### src/rtl/hds_pkg.sv
`timescale 1ns/1ps
package hds_pkg;
  localparam int unsigned DLY_W    = 5;
  localparam int unsigned WID_W    = 3;
  localparam int unsigned CFG_W    = DLY_W + WID_W;
  localparam int unsigned BASE_LEN = 10;
  localparam int unsigned MAX_DLY  = (1 << DLY_W) - 1;
  localparam int unsigned MAX_LEN  = BASE_LEN + 2 * ((1 << WID_W) - 1);
  // counter must not revisit a target before it is matched
  localparam int unsigned CNT_W    = $clog2(MAX_DLY + MAX_LEN + 2);

  typedef struct packed {
    logic [WID_W-1:0] wid;
    logic [DLY_W-1:0] dly;
  } chan_cfg_t;

  typedef enum logic [1:0] {
    S_IDLE = 2'd0,
    S_WAIT = 2'd1,
    S_HIGH = 2'd2
  } chan_state_e;
endpackage

### src/rtl/hds_tap_counter.sv
`timescale 1ns/1ps
module hds_tap_counter #(
  parameter int unsigned W = 6
) (
  input  logic         clk_i,
  input  logic         rst_ni,
  output logic [W-1:0] cnt_o
);
  always_ff @(posedge clk_i or negedge rst_ni) begin
    if (!rst_ni) cnt_o <= '0;
    else         cnt_o <= cnt_o + 1'b1;
  end
endmodule

### src/rtl/hds_cfg_regs.sv
`timescale 1ns/1ps
module hds_cfg_regs
  import hds_pkg::*;
#(
  parameter int unsigned NCH = 8,
  parameter int unsigned AW  = 3
) (
  input  logic                      clk_i,
  input  logic                      rst_ni,
  input  logic                      we_i,
  input  logic [AW-1:0]             addr_i,
  input  logic [CFG_W-1:0]          wdata_i,
  output logic [NCH-1:0][CFG_W-1:0] cfg_o,
  output logic [CFG_W-1:0]          rdata_o
);
  for (genvar g = 0; g < NCH; g++) begin : g_reg
    always_ff @(posedge clk_i or negedge rst_ni) begin
      if (!rst_ni)                                 cfg_o[g] <= '0;
      else if (we_i && (32'(addr_i) == 32'(g)))    cfg_o[g] <= wdata_i;
    end
  end

  always_comb begin
    rdata_o = '0;
    for (int i = 0; i < NCH; i++)
      if (32'(addr_i) == 32'(i)) rdata_o = cfg_o[i];
  end
endmodule

### src/rtl/hds_chan.sv
`timescale 1ns/1ps
module hds_chan
  import hds_pkg::*;
(
  input  logic             clk_i,
  input  logic             rst_ni,
  input  logic             hit_i,
  input  logic [CNT_W-1:0] cnt_i,
  input  chan_cfg_t        cfg_i,
  output logic             pulse_o
);
  chan_state_e      state_q;
  logic             hit_q, hit_qq;
  logic [CNT_W-1:0] start_q, end_q;
  logic             rise;
  logic [CNT_W-1:0] dly_ext, len_ext;

  assign rise    = hit_q & ~hit_qq;
  assign dly_ext = CNT_W'(cfg_i.dly);
  assign len_ext = CNT_W'(BASE_LEN) + CNT_W'({cfg_i.wid, 1'b0});

  always_ff @(posedge clk_i or negedge rst_ni) begin
    if (!rst_ni) begin
      hit_q  <= 1'b0;
      hit_qq <= 1'b0;
    end else begin
      hit_q  <= hit_i;
      hit_qq <= hit_q;
    end
  end

  // targets captured once per accepted edge; later edges ignored until idle
  always_ff @(posedge clk_i or negedge rst_ni) begin
    if (!rst_ni) begin
      state_q <= S_IDLE;
      start_q <= '0;
      end_q   <= '0;
    end else begin
      unique case (state_q)
        S_IDLE: if (rise) begin
          start_q <= cnt_i + dly_ext;
          end_q   <= cnt_i + dly_ext + len_ext;
          state_q <= (cfg_i.dly == '0) ? S_HIGH : S_WAIT;
        end
        S_WAIT: if (cnt_i == start_q) state_q <= S_HIGH;
        S_HIGH: if (cnt_i == end_q)   state_q <= S_IDLE;
        default: state_q <= S_IDLE;
      endcase
    end
  end

  assign pulse_o = (state_q == S_HIGH);
endmodule

### src/rtl/hit_delay_shaper.sv
`timescale 1ns/1ps
module hit_delay_shaper
  import hds_pkg::*;
#(
  parameter  int unsigned NCH = 8,
  localparam int unsigned AW  = (NCH > 1) ? $clog2(NCH) : 1
) (
  input  logic             clk_i,
  input  logic             rst_ni,
  input  logic [NCH-1:0]   hit_i,
  input  logic             cfg_we_i,
  input  logic [AW-1:0]    cfg_addr_i,
  input  logic [CFG_W-1:0] cfg_wdata_i,
  output logic [CFG_W-1:0] cfg_rdata_o,
  output logic [NCH-1:0]   pulse_o
);
  logic [CNT_W-1:0]          tap_cnt;
  logic [NCH-1:0][CFG_W-1:0] cfg;

  hds_tap_counter #(.W(CNT_W)) u_cnt (
    .clk_i  (clk_i),
    .rst_ni (rst_ni),
    .cnt_o  (tap_cnt)
  );

  hds_cfg_regs #(.NCH(NCH), .AW(AW)) u_cfg (
    .clk_i   (clk_i),
    .rst_ni  (rst_ni),
    .we_i    (cfg_we_i),
    .addr_i  (cfg_addr_i),
    .wdata_i (cfg_wdata_i),
    .cfg_o   (cfg),
    .rdata_o (cfg_rdata_o)
  );

  for (genvar g = 0; g < NCH; g++) begin : g_ch
    hds_chan u_ch (
      .clk_i   (clk_i),
      .rst_ni  (rst_ni),
      .hit_i   (hit_i[g]),
      .cnt_i   (tap_cnt),
      .cfg_i   (chan_cfg_t'(cfg[g])),
      .pulse_o (pulse_o[g])
    );
  end
endmodule

### config.mk
export PLATFORM = sky130hd
export DESIGN_NAME = hit_delay_shaper
export DESIGN_NICKNAME = d
export VERILOG_FILES = /design/src/rtl/hds_pkg.sv /design/src/rtl/hds_tap_counter.sv /design/src/rtl/hds_cfg_regs.sv /design/src/rtl/hds_chan.sv /design/src/rtl/hit_delay_shaper.sv
export SDC_FILE = /design/constraint.sdc
export NUM_CORES = 1
export LEC_CHECK = 0
export ABC_AREA = 1
export CORE_MARGIN = 2
export CORE_UTILIZATION = 46
export DETAILED_ROUTE_END_ITERATION = 6
export PLACE_DENSITY = 0.62
export SYNTH_ARGS = -nofsm -noshare
export SYNTH_HDL_FRONTEND = slang
export SYNTH_HIERARCHICAL = 1
export SYNTH_SLANG_ARGS = --single-unit
### constraint.sdc
create_clock -name clk_i -period 7.1 [get_ports clk_i]
set_clock_uncertainty 0.15 [all_clocks]
set_input_delay 1.42 -clock clk_i [delete_from_list [all_inputs] [get_ports clk_i]]
set_output_delay 1.42 -clock clk_i [all_outputs]
set_load 0.01 [all_outputs]
==> impl_metrics.xml, run 1 <==
<?xml version="1.0" encoding="UTF-8"?>
<metrics>
  <group name="outcome">
    <metric name="outcome" unit="">completed</metric>
  </group>
  <group name="critical_path">
    <metric name="path_max_fanout" unit="">13</metric>
    <metric name="worst_r2r_path_depth" unit="">16</metric>
    <metric name="critical_path.startpoint_type" unit="">primary input</metric>
    <metric name="r2r_setup_slack" unit="ns">3.87</metric>
    <metric name="endpoint_arrival_time_on_the_critical_path" unit="ns">3.86</metric>
    <metric name="worstReg2RegEnd" unit="">g_ch[2].u_ch/end_q[5]</metric>
    <metric name="worst_setup_path_end_kind" unit="">primary output</metric>
    <metric name="critical_path.reg2reg.startpoint" unit="">u_cnt/cnt_o[2]</metric>
    <metric name="crit_required" unit="ns">5.53</metric>
    <metric name="worst-setup-path-type" unit="">in -&gt; out</metric>
  </group>
  <group name="timing">
    <metric name="fin_worst_hold_slack" unit="ns">0.225</metric>
    <metric name="maxClockFrequency" unit="GHz">0.184</metric>
    <metric name="timing.slew.headroom" unit="%">42.6</metric>
    <metric name="report.final.setup_viol" unit="">0</metric>
    <metric name="worst_slack" unit="ns">1.67</metric>
    <metric name="tightestPinTransition" unit="ns">0.861</metric>
    <metric name="final_max_slew_viol_count" unit="">0</metric>
    <metric name="setup_tns" unit="ns">0</metric>
    <metric name="final.period_utilization" unit="%">76.4</metric>
    <metric name="rsz0062_at_grt" unit="">no</metric>
    <metric name="final_period_minus_worst_setup_slack" unit="ns">5.43</metric>
    <metric name="final_hold_viol_count" unit="">0</metric>
  </group>
  <group name="routing">
    <metric name="wl_per_cell" unit="um">15.4</metric>
    <metric name="remaining_drc_errors" unit="">0</metric>
    <metric name="first_iter_violations" unit="">617</metric>
    <metric name="final_wirelength" unit="um">29300</metric>
    <metric name="drt_first_pass_iters" unit="">5</metric>
    <metric name="vias_per_cell" unit="">5.11</metric>
    <metric name="final_antenna_net_count" unit="">0</metric>
    <metric name="detailroute.via_count" unit="">9676</metric>
  </group>
  <group name="global_routing">
    <metric name="grt_pass1_wl" unit="um">48400</metric>
    <metric name="grt_remaining_overflow" unit="">0</metric>
    <metric name="vias_in_the_first_global_route" unit="">9280</metric>
    <metric name="grtUsageTotal" unit="%">21.9</metric>
    <metric name="pin_count_of_the_biggest_net_entering_global_routing" unit="">69</metric>
    <metric name="antenna_found_initial" unit="">1</metric>
  </group>
  <group name="logic_synthesis">
    <metric name="yosysWarningCount" unit="">6</metric>
    <metric name="yosys.cell_types.count" unit="">33</metric>
    <metric name="most_used_flip_flop_cell_after_synthesis" unit="">sky130_fd_sc_hd__dfrtp_1</metric>
    <metric name="synth_async_sr_flop_share" unit="%">100</metric>
    <metric name="ys_seq_area_share" unit="%">39.3</metric>
    <metric name="synthCells" unit="">1506</metric>
    <metric name="postSynthRegisterBits" unit="">190</metric>
    <metric name="syn-cell-area" unit="sq um">12100</metric>
    <metric name="post_synth_edffs" unit="">0</metric>
    <metric name="synth.avg_cell_area" unit="sq um">8.04</metric>
    <metric name="mappedNetlistNets" unit="">1633</metric>
  </group>
  <group name="clock_tree">
    <metric name="htreeDepth" unit="">4</metric>
    <metric name="clock_sink_count" unit="">190</metric>
    <metric name="tritoncts" unit="">yes</metric>
    <metric name="cts_made_buffers" unit="">17</metric>
    <metric name="hold_buffers" unit="">0</metric>
    <metric name="cts_setup_buffers" unit="">0</metric>
    <metric name="clockRootBuffer" unit="">sky130_fd_sc_hd__clkbuf_16</metric>
    <metric name="clk_transition_reported_paths" unit="ns">0.07</metric>
    <metric name="worst_skew_pair.late_latency" unit="ns">0.44</metric>
    <metric name="cts_repair_resizes" unit="">0</metric>
    <metric name="maximum_clock_path_buffer_count" unit="">2</metric>
  </group>
  <group name="power">
    <metric name="power_switching_share" unit="%">39.0</metric>
    <metric name="internal-power" unit="W">0.00265</metric>
    <metric name="power.switching" unit="W">0.00169</metric>
    <metric name="power-per-cell-area" unit="nW/um^2">324</metric>
    <metric name="comb_power_share" unit="%">37.5</metric>
    <metric name="sequentialPowerShare" unit="%">40.5</metric>
    <metric name="share_of_power_burned_in_the_clock_network" unit="%">22.0</metric>
    <metric name="leakagePower" unit="nW">6.88</metric>
    <metric name="vdd_drop_max" unit="mV">0.180</metric>
  </group>
  <group name="job">
    <metric name="maxCapViolCount" unit="">0</metric>
  </group>
  <group name="placement">
    <metric name="routability_driven_placement_congestion_ratio" unit="">0.911</metric>
    <metric name="io_buffer_count" unit="">37</metric>
    <metric name="post-dp-hpwl" unit="um">20600</metric>
    <metric name="total_placed_cells_including_tap_cells" unit="">1861</metric>
    <metric name="dpl_worst_slack" unit="ns">1.72</metric>
  </group>
  <group name="final_layout">
    <metric name="syn2layout_area_growth" unit="%">10.5</metric>
    <metric name="most_frequent_standard_cell_in_the_layout_excluding_fill_and_tap_cells" unit="">sky130_fd_sc_hd__nand2_1</metric>
    <metric name="nets" unit="">1672</metric>
    <metric name="most_frequent_cells_in_the_layout" unit="">sky130_fd_sc_hd__nand2_1 (436), sky130_fd_sc_hd__dfrtp_1 (189), sky130_fd_sc_hd__inv_1 (164), sky130_fd_sc_hd__nor2_1 (115), sky130_fd_sc_hd__o21ai_0 (93)</metric>
    <metric name="layout-drive-gt1-share" unit="%">7.57</metric>
    <metric name="fin_cells" unit="">1894</metric>
    <metric name="final_core_util" unit="%">51.6</metric>
  </group>
  <group name="worst_hold_path">
    <metric name="hold_path_startpoint" unit="">g_ch[6].u_ch/hit_q</metric>
    <metric name="min-delay-path-class" unit="">reg -&gt; reg</metric>
    <metric name="worst_hold_path.endpoint" unit="">g_ch[6].u_ch/hit_qq</metric>
    <metric name="worst_hold_path_depth" unit="">0</metric>
  </group>
  <group name="floorplanning">
    <metric name="pin_count" unit="">38</metric>
    <metric name="start_util" unit="%">46.7</metric>
    <metric name="die-height" unit="um">166</metric>
    <metric name="die_area" unit="sq um">27600</metric>
    <metric name="rows" unit="">59</metric>
    <metric name="fp.coreArea" unit="sq um">25900</metric>
    <metric name="fp.dieW" unit="um">166</metric>
  </group>
</metrics>
[critical path: stages]
cell	delay (ns)
sky130_fd_sc_hd__clkdlybuf4s50_1	0.82
sky130_fd_sc_hd__buf_4	0.32
sky130_fd_sc_hd__nor2_1	0.09
sky130_fd_sc_hd__buf_4	0.20
sky130_fd_sc_hd__nand3_1	0.07
sky130_fd_sc_hd__nand4_1	0.10
sky130_fd_sc_hd__nor2_1	0.18
sky130_fd_sc_hd__nand4_1	0.15
sky130_fd_sc_hd__clkdlybuf4s50_1	0.51
[layer usage]
layer  track usage, %  routed length [um]  up-vias
met5                0                   0        -
met4             6.77                 673        0
met3             3.05                1010       38
met2             35.4               13600      174
met1             30.6               14000     4513
li1                 -                   -     4951
[metrics by stage]
step | area, sq um | power [W]
floorplan | 12100 | 0.00295
global placement | 12800 | 0.00336
detailed placement | 12800 | 0.00340
CTS | 13400 | 0.00437
global route | 13400 | 0.00472
finish | 13400 | 0.00433
[how the worst max path moves through the flow]
stage | startpoint | end | slack, ns | cells after the start
after CTS | cfg_addr_i[1] | cfg_rdata_o[6] | 1.72 | 9
final | cfg_addr_i[1] | cfg_rdata_o[6] | 1.67 | 9
after detailed placement | cfg_addr_i[1] | cfg_rdata_o[6] | 1.72 | 9
after global placement | cfg_addr_i[1] | cfg_rdata_o[6] | 1.73 | 9
after floorplan | cfg_addr_i[2] | cfg_rdata_o[5] | 3.24 | 7
after global routing | cfg_addr_i[1] | cfg_rdata_o[5] | 1.62 | 7
[power by group through the flow]
stage	combinational (W)	clock [W]	sequential (W)
CTS	0.00164	0.000978	0.00175
global placement	0.00159	0	0.00177
floorplan	0.00128	0	0.00168
detailed placement	0.00162	0	0.00177
global route	0.00190	0.00102	0.00180
finish	0.00162	0.000954	0.00176
[logic make-up after synthesis]
family / after synthesis / synth area share (%)
XOR/XNOR: 95 / 6.87
flip-flops: 190 / 39.3
buffers and inverters: 209 / 7.07
AO/OA/AOI/OAI: 203 / 9.90
AND/OR/NAND/NOR: 704 / 25.0
adder cells (fa/ha/maj): 105 / 11.8
[final cells by class]
type                            count  area [sq um]
Antenna cell                        1          2.50
Clock buffer                       20           447
Clock inverter                     12           126
Fill cell                        2440         12500
Inverter                          182           683
Multi-Input combinational cell   1107          6490
Sequential cell                   190          4760
Tap cell                          335           419
Timing Repair Buffer               47           449
[synth_stat cells (all sizes together) (9+ instances only)]
cell type / n / area, sq um
ha: 89 / 1110
a21oi: 50 / 250
xor2: 70 / 613
dfrtp: 190 / 4750
xnor2: 25 / 219
fa: 16 / 320
nor3: 11 / 88.8
buf: 21 / 150
nand2: 441 / 1680
o21bai: 9 / 101
o21ai: 129 / 743
nand4: 49 / 319
nor2: 124 / 515
inv: 182 / 683
nand3: 78 / 413
[registers in the layout (all words and copies together) (netlist names)]
name / flops
u_cnt/cnt_o: 6
g_ch.u_ch/hit_q: 8
g_ch.u_ch/state_q: 16
g_ch.u_ch/start_q: 48
u_cfg/cfg_o: 64
g_ch.u_ch/end_q: 40
g_ch.u_ch/hit_qq: 8
Power figures use the tool's default switching activity.
==> run 2, diff against run 1 <==
clock period = 5.1 ns   (was 7.1 ns; I/O delays follow)
==> impl_metrics.xml, run 2 (same netlist as run 1, synthesis figures left out) <==
<?xml version="1.0" encoding="UTF-8"?>
<metrics>
  <group name="outcome">
    <metric name="outcome" unit="">complete, but fails checks</metric>
    <metric name="violations" unit="">design-rule violations</metric>
  </group>
  <group name="clock_tree">
    <metric name="clk_transition_reported_paths" unit="ns">0.07</metric>
    <metric name="cts_repair_resizes" unit="">0</metric>
    <metric name="worst_skew_pair.late_latency" unit="ns">0.44</metric>
    <metric name="maximum_clock_path_buffer_count" unit="">2</metric>
    <metric name="cts_made_buffers" unit="">17</metric>
    <metric name="tritoncts" unit="">yes</metric>
    <metric name="hold_buffers" unit="">0</metric>
    <metric name="cts_setup_buffers" unit="">0</metric>
    <metric name="clockRootBuffer" unit="">sky130_fd_sc_hd__clkbuf_16</metric>
    <metric name="htreeDepth" unit="">4</metric>
    <metric name="clock_sink_count" unit="">190</metric>
  </group>
  <group name="global_routing">
    <metric name="grt_remaining_overflow" unit="">0</metric>
    <metric name="gr-usage-met3" unit="%">2.53</metric>
    <metric name="grt_pass1_wl" unit="um">48500</metric>
    <metric name="most_congested_layer_reported_by_global_routing" unit="">met2</metric>
    <metric name="antenna_found_initial" unit="">1</metric>
    <metric name="vias_in_the_first_global_route" unit="">9403</metric>
    <metric name="met2_routing_resource_usage_after_global_routing" unit="%">36.2</metric>
    <metric name="grtUsageTotal" unit="%">21.8</metric>
    <metric name="grt.met1_usage" unit="%">29.7</metric>
    <metric name="pin_count_of_the_biggest_net_entering_global_routing" unit="">116</metric>
  </group>
  <group name="routing">
    <metric name="first_iter_violations" unit="">591</metric>
    <metric name="final_wirelength" unit="um">29200</metric>
    <metric name="remaining_drc_errors" unit="">1</metric>
    <metric name="detailroute.via_count" unit="">9688</metric>
    <metric name="wl_per_cell" unit="um">15.4</metric>
    <metric name="drt_first_pass_iters" unit="">7</metric>
    <metric name="vias_per_cell" unit="">5.12</metric>
    <metric name="final_antenna_net_count" unit="">0</metric>
  </group>
  <group name="worst_hold_path">
    <metric name="min-delay-path-class" unit="">reg -&gt; reg</metric>
    <metric name="worst_hold_path_depth" unit="">0</metric>
    <metric name="hold_path_startpoint" unit="">g_ch[6].u_ch/hit_q</metric>
  </group>
  <group name="floorplanning">
    <metric name="die-height" unit="um">166</metric>
    <metric name="fp.coreArea" unit="sq um">25900</metric>
    <metric name="start_util" unit="%">46.7</metric>
    <metric name="die_area" unit="sq um">27600</metric>
    <metric name="rows" unit="">59</metric>
    <metric name="fp.dieW" unit="um">166</metric>
    <metric name="pin_count" unit="">38</metric>
  </group>
  <group name="power">
    <metric name="leakagePower" unit="nW">6.92</metric>
    <metric name="power-per-cell-area" unit="nW/um^2">458</metric>
    <metric name="finalPower" unit="W">0.00616</metric>
    <metric name="vdd_drop_max" unit="mV">0.255</metric>
  </group>
  <group name="final_layout">
    <metric name="final.fill_count" unit="">2453</metric>
    <metric name="fin_cells" unit="">1893</metric>
    <metric name="nets" unit="">1672</metric>
    <metric name="most_frequent_cells_in_the_layout" unit="">sky130_fd_sc_hd__nand2_1 (436), sky130_fd_sc_hd__dfrtp_1 (189), sky130_fd_sc_hd__inv_1 (164), sky130_fd_sc_hd__nor2_1 (115), sky130_fd_sc_hd__o21ai_0 (93)</metric>
    <metric name="max_flop_register" unit="">u_cfg/cfg_o</metric>
    <metric name="flip_flop_count_of_the_largest_register_all_copies_and_words_added" unit="">64</metric>
    <metric name="layout-drive-gt1-share" unit="%">7.58</metric>
    <metric name="largestRegisters" unit="">u_cfg/cfg_o (64), g_ch.u_ch/start_q (48), g_ch.u_ch/end_q (40)</metric>
    <metric name="seq_area" unit="sq um">4760</metric>
    <metric name="final_core_util" unit="%">51.9</metric>
    <metric name="syn2layout_area_growth" unit="%">11.1</metric>
    <metric name="multi_input_comb_area" unit="sq um">6490</metric>
    <metric name="most_frequent_standard_cell_in_the_layout_excluding_fill_and_tap_cells" unit="">sky130_fd_sc_hd__nand2_1</metric>
  </group>
  <group name="timing">
    <metric name="final_max_slew_viol_count" unit="">0</metric>
    <metric name="final_hold_viol_count" unit="">0</metric>
    <metric name="final.period_utilization" unit="%">82.7</metric>
    <metric name="rsz0062_at_grt" unit="">no</metric>
    <metric name="timing.slew.headroom" unit="%">30.8</metric>
    <metric name="maxClockFrequency" unit="GHz">0.237</metric>
    <metric name="final_period_minus_worst_setup_slack" unit="ns">4.22</metric>
    <metric name="report.final.setup_viol" unit="">0</metric>
    <metric name="tightestPinTransition" unit="ns">1.04</metric>
    <metric name="setup_tns" unit="ns">0</metric>
  </group>
  <group name="critical_path">
    <metric name="worst_r2r_path_depth" unit="">10</metric>
    <metric name="crit_path_top_cell_by_count" unit="">sky130_fd_sc_hd__clkdlybuf4s50_1</metric>
    <metric name="critical_path.reg2reg.startpoint" unit="">u_cnt/cnt_o[0]</metric>
    <metric name="crit_family" unit="">buffers and inverters</metric>
    <metric name="endpoint_arrival_time_on_the_critical_path" unit="ns">3.05</metric>
    <metric name="path_max_fanout" unit="">39</metric>
    <metric name="worst-setup-path-type" unit="">in -&gt; out</metric>
    <metric name="crit_required" unit="ns">3.93</metric>
    <metric name="critical_path.n_buffers_inverters" unit="">3</metric>
    <metric name="worst_setup_path_end_kind" unit="">primary output</metric>
    <metric name="critical_path.startpoint_type" unit="">primary input</metric>
    <metric name="worst_path_max_delay_cell" unit="">sky130_fd_sc_hd__clkdlybuf4s50_1</metric>
    <metric name="critPathMaxStageDelay" unit="ns">0.54</metric>
    <metric name="cp_cell_sequence" unit="">clkdlybuf4s50_1 -&gt; inv_2 -&gt; nor3_4 -&gt; nand2_1 -&gt; nand4_1 -&gt; clkdlybuf4s50_1</metric>
    <metric name="critical_path_cell_count" unit="">6</metric>
    <metric name="setup.worst_path.start" unit="">cfg_addr_i[2]</metric>
  </group>
  <group name="placement">
    <metric name="total_placed_cells_including_tap_cells" unit="">1861</metric>
    <metric name="post-dp-hpwl" unit="um">20900</metric>
    <metric name="io_buffer_count" unit="">37</metric>
    <metric name="routability_driven_placement_congestion_ratio" unit="">0.931</metric>
  </group>
  <group name="job">
    <metric name="maxCapViolCount" unit="">0</metric>
  </group>
</metrics>
run 2: cell count changes in the layout (fill, tap and decap cells not counted), sizes merged:
cell,change
bufinv,+3
inv,-3
clkinvlp,-1
run 2: area by class of cell:
class / instances / share of cell area (%)
Tap cell: 335 / 3.12
Multi-Input combinational cell: 1107 / 48.3
Timing Repair Buffer: 47 / 3.43
Clock inverter: 11 / 1.33
Inverter: 182 / 5.08
Clock buffer: 20 / 3.40
Antenna cell: 1 / 0.0186
Sequential cell: 190 / 35.4
run 2: final timing paths:
kind	endpoint	slack [ns]
max	cfg_rdata_o[0]	0.88
min	g_ch[6].u_ch/hit_qq	0.22
max reg2reg	g_ch[7].u_ch/end_q[4]	1.54
min reg2reg	g_ch[6].u_ch/hit_qq	0.22
max in group asynchronous	u_cfg/cfg_o[30]	3.30
min in group asynchronous	g_ch[7].u_ch/state_q[1]	0.54
run 2: power by group:
part	internal, W	switching (W)	total, W
sequential	0.00201	0.000433	0.00244
combinational	0.000975	0.00129	0.00227
clock	0.000852	0.000598	0.00145
run 2: per-stage QoR:
stage | area [sq um] | hold slack (ns) | worst slack, ns
2_1_floorplan | 12100 | 0.204 | 1.89
3_3_place_gp | 12800 | 0.208 | 0.889
3_5_place_dp | 12800 | 0.211 | 0.857
4_1_cts | 13400 | 0.228 | 0.859
5_1_grt | 13400 | 0.231 | 0.739
6_report | 13500 | 0.224 | 0.883
run 2: layer usage:
metal  share of wire, %  routed length (um)
met4                2.2                 628
met2                 47               13700
met5                  0                   0
met1                 48               13900
met3                3.2                 930
==> run 3, diff against run 2 <==
clock period = 3.88 ns   (was 5.1 ns; I/O delays follow)
==> impl_metrics.xml, run 3 (same netlist as run 1, synthesis figures left out) <==
<?xml version="1.0" encoding="UTF-8"?>
<metrics>
  <group name="placement">
    <metric name="post-dp-hpwl" unit="um">21800</metric>
    <metric name="total_placed_cells_including_tap_cells" unit="">1869</metric>
    <metric name="detailed_place.area" unit="sq um">12900</metric>
    <metric name="io_buffer_count" unit="">37</metric>
    <metric name="routability_driven_placement_congestion_ratio" unit="">0.910</metric>
  </group>
  <group name="routing">
    <metric name="final_wirelength" unit="um">29700</metric>
    <metric name="top_signal_layer_used" unit="">met5</metric>
    <metric name="final_antenna_net_count" unit="">0</metric>
    <metric name="drt_first_pass_iters" unit="">5</metric>
    <metric name="wl_per_cell" unit="um">15.6</metric>
    <metric name="vias_per_cell" unit="">5.12</metric>
    <metric name="remaining_drc_errors" unit="">0</metric>
    <metric name="wirelength_met1" unit="um">14100</metric>
    <metric name="routed_wl_met2" unit="um">13800</metric>
    <metric name="detailroute.via_count" unit="">9733</metric>
    <metric name="first_iter_violations" unit="">744</metric>
    <metric name="detailroute.wirelength.met3" unit="um">1040</metric>
  </group>
  <group name="clock_tree">
    <metric name="maximum_clock_path_buffer_count" unit="">2</metric>
    <metric name="cts_setup_buffers" unit="">0</metric>
    <metric name="clockRootBuffer" unit="">sky130_fd_sc_hd__clkbuf_16</metric>
    <metric name="htreeDepth" unit="">4</metric>
    <metric name="clock_sink_count" unit="">190</metric>
    <metric name="hold_buffers" unit="">0</metric>
    <metric name="cts_made_buffers" unit="">17</metric>
    <metric name="cts_repair_resizes" unit="">0</metric>
    <metric name="worst_skew_pair.late_latency" unit="ns">0.44</metric>
    <metric name="tritoncts" unit="">yes</metric>
    <metric name="clk_transition_reported_paths" unit="ns">0.08</metric>
  </group>
  <group name="worst_hold_path">
    <metric name="min-delay-path-class" unit="">in -&gt; async</metric>
  </group>
  <group name="timing">
    <metric name="final.period_utilization" unit="%">97.1</metric>
    <metric name="report.final.setup_viol" unit="">0</metric>
    <metric name="rsz0062_at_grt" unit="">no</metric>
    <metric name="timing.slew.headroom" unit="%">39.7</metric>
    <metric name="setup_tns" unit="ns">0</metric>
    <metric name="tightestPinTransition" unit="ns">0.905</metric>
    <metric name="maxClockFrequency" unit="GHz">0.266</metric>
    <metric name="final_hold_viol_count" unit="">0</metric>
    <metric name="final_max_slew_viol_count" unit="">0</metric>
    <metric name="final_period_minus_worst_setup_slack" unit="ns">3.77</metric>
  </group>
  <group name="final_layout">
    <metric name="nets" unit="">1680</metric>
    <metric name="syn2layout_area_growth" unit="%">11.6</metric>
    <metric name="num_antenna_cells" unit="">0</metric>
    <metric name="finalInstanceArea" unit="sq um">13500</metric>
    <metric name="flip_flop_count_of_the_largest_register_all_copies_and_words_added" unit="">64</metric>
    <metric name="largestRegisters" unit="">u_cfg/cfg_o (64), g_ch.u_ch/start_q (48), g_ch.u_ch/end_q (40)</metric>
    <metric name="final.fill_count" unit="">2466</metric>
    <metric name="most_frequent_cells_in_the_layout" unit="">sky130_fd_sc_hd__nand2_1 (436), sky130_fd_sc_hd__dfrtp_1 (189), sky130_fd_sc_hd__inv_1 (164), sky130_fd_sc_hd__nor2_1 (115), sky130_fd_sc_hd__o21ai_0 (93)</metric>
    <metric name="fin_cells" unit="">1900</metric>
    <metric name="final_core_util" unit="%">52.1</metric>
    <metric name="max_flop_register" unit="">u_cfg/cfg_o</metric>
    <metric name="layout-drive-gt1-share" unit="%">8.05</metric>
    <metric name="most_frequent_standard_cell_in_the_layout_excluding_fill_and_tap_cells" unit="">sky130_fd_sc_hd__nand2_1</metric>
  </group>
  <group name="floorplanning">
    <metric name="rows" unit="">59</metric>
    <metric name="die_area" unit="sq um">27600</metric>
    <metric name="fp.dieW" unit="um">166</metric>
    <metric name="pin_count" unit="">38</metric>
    <metric name="start_util" unit="%">46.7</metric>
    <metric name="fp.coreArea" unit="sq um">25900</metric>
    <metric name="die-height" unit="um">166</metric>
  </group>
  <group name="critical_path">
    <metric name="critical_path.reg2reg.startpoint" unit="">u_cnt/cnt_o[2]</metric>
    <metric name="crit_path_top_cell_by_count" unit="">sky130_fd_sc_hd__nand4_1</metric>
    <metric name="worst_setup_path_end_kind" unit="">primary output</metric>
    <metric name="r2r_setup_slack" unit="ns">0.56</metric>
    <metric name="cp_cell_sequence" unit="">clkdlybuf4s50_1 -&gt; inv_2 -&gt; nand4_1 -&gt; nand4_1 -&gt; nor2_1 -&gt; nand4_1 -&gt; clkdlybuf4s50_1</metric>
    <metric name="path_max_fanout" unit="">39</metric>
    <metric name="worst-setup-path-type" unit="">in -&gt; out</metric>
    <metric name="critical_path.n_buffers_inverters" unit="">3</metric>
    <metric name="critical_path.startpoint_type" unit="">primary input</metric>
    <metric name="worst_r2r_path_depth" unit="">15</metric>
    <metric name="crit_required" unit="ns">2.95</metric>
    <metric name="worst_path_max_delay_cell" unit="">sky130_fd_sc_hd__clkdlybuf4s50_1</metric>
    <metric name="crit_family" unit="">buffers and inverters</metric>
    <metric name="endpoint_arrival_time_on_the_critical_path" unit="ns">2.84</metric>
    <metric name="critPathMaxStageDelay" unit="ns">0.55</metric>
    <metric name="worstReg2RegEnd" unit="">g_ch[6].u_ch/end_q[5]</metric>
  </group>
  <group name="global_routing">
    <metric name="vias_in_the_first_global_route" unit="">9408</metric>
    <metric name="grt_pass1_wl" unit="um">48900</metric>
    <metric name="antenna_found_initial" unit="">1</metric>
    <metric name="pin_count_of_the_biggest_net_entering_global_routing" unit="">91</metric>
    <metric name="grtUsageTotal" unit="%">22.1</metric>
    <metric name="grt_remaining_overflow" unit="">0</metric>
  </group>
  <group name="power">
    <metric name="leakagePower" unit="nW">6.95</metric>
    <metric name="vdd_drop_max" unit="mV">0.359</metric>
    <metric name="power-per-cell-area" unit="nW/um^2">596</metric>
    <metric name="finalPower" unit="W">0.00806</metric>
  </group>
  <group name="outcome">
    <metric name="outcome" unit="">completed</metric>
  </group>
  <group name="job">
    <metric name="maxCapViolCount" unit="">0</metric>
  </group>
</metrics>
## run 3: changes by cell type in the layout (fill, tap and decap cells not counted), sizes merged
| cell | delta |
|---|---|
| inv | +1 |
| diode | -1 |
| bufinv | -1 |
| buf | +8 |
## run 3: layer usage
layer	global-route usage, %	up-vias
met4	7.45	2
met3	3.34	43
li1	-	4962
met1	30.3	4543
met5	0	-
met2	35.9	183
## run 3: cell type report
cell class                      count  area, sq um  share of cell area [%]
Clock inverter                     11          154                    1.14
Inverter                          182          683                    5.06
Clock buffer                       20          457                    3.38
Sequential cell                   190         4760                    35.2
Timing Repair Buffer               55          547                    4.05
Multi-Input combinational cell   1107         6490                    48.1
Tap cell                          335          419                    3.10
## run 3: how the worst max path moves through the flow
stage,from,endpoint,depth (start not counted),slack [ns]
after CTS,cfg_addr_i[2],cfg_rdata_o[1],7,0.13
final,cfg_addr_i[2],cfg_rdata_o[1],7,0.11
after global placement,cfg_addr_i[2],cfg_rdata_o[0],6,0.20
after detailed placement,cfg_addr_i[2],cfg_rdata_o[1],7,0.14
after floorplan,u_cnt/cnt_o[1],g_ch[7].u_ch/end_q[5],14,0.67
after global routing,cfg_addr_i[2],cfg_rdata_o[1],7,0.01
## run 3: stage by stage
stage	hold slack, ns	setup WS, ns
floorplan	0.204	0.671
detailed placement	0.214	0.138
CTS	0.176	0.135
global placement	0.206	0.197
global route	0.179	0.0121
finish	0.145	0.114
## run 3: report_power, final
group / switching (W) / internal (W)
Combinational: 0.00171 / 0.00129
Sequential: 0.000574 / 0.00264
Clock: 0.000791 / 0.00105
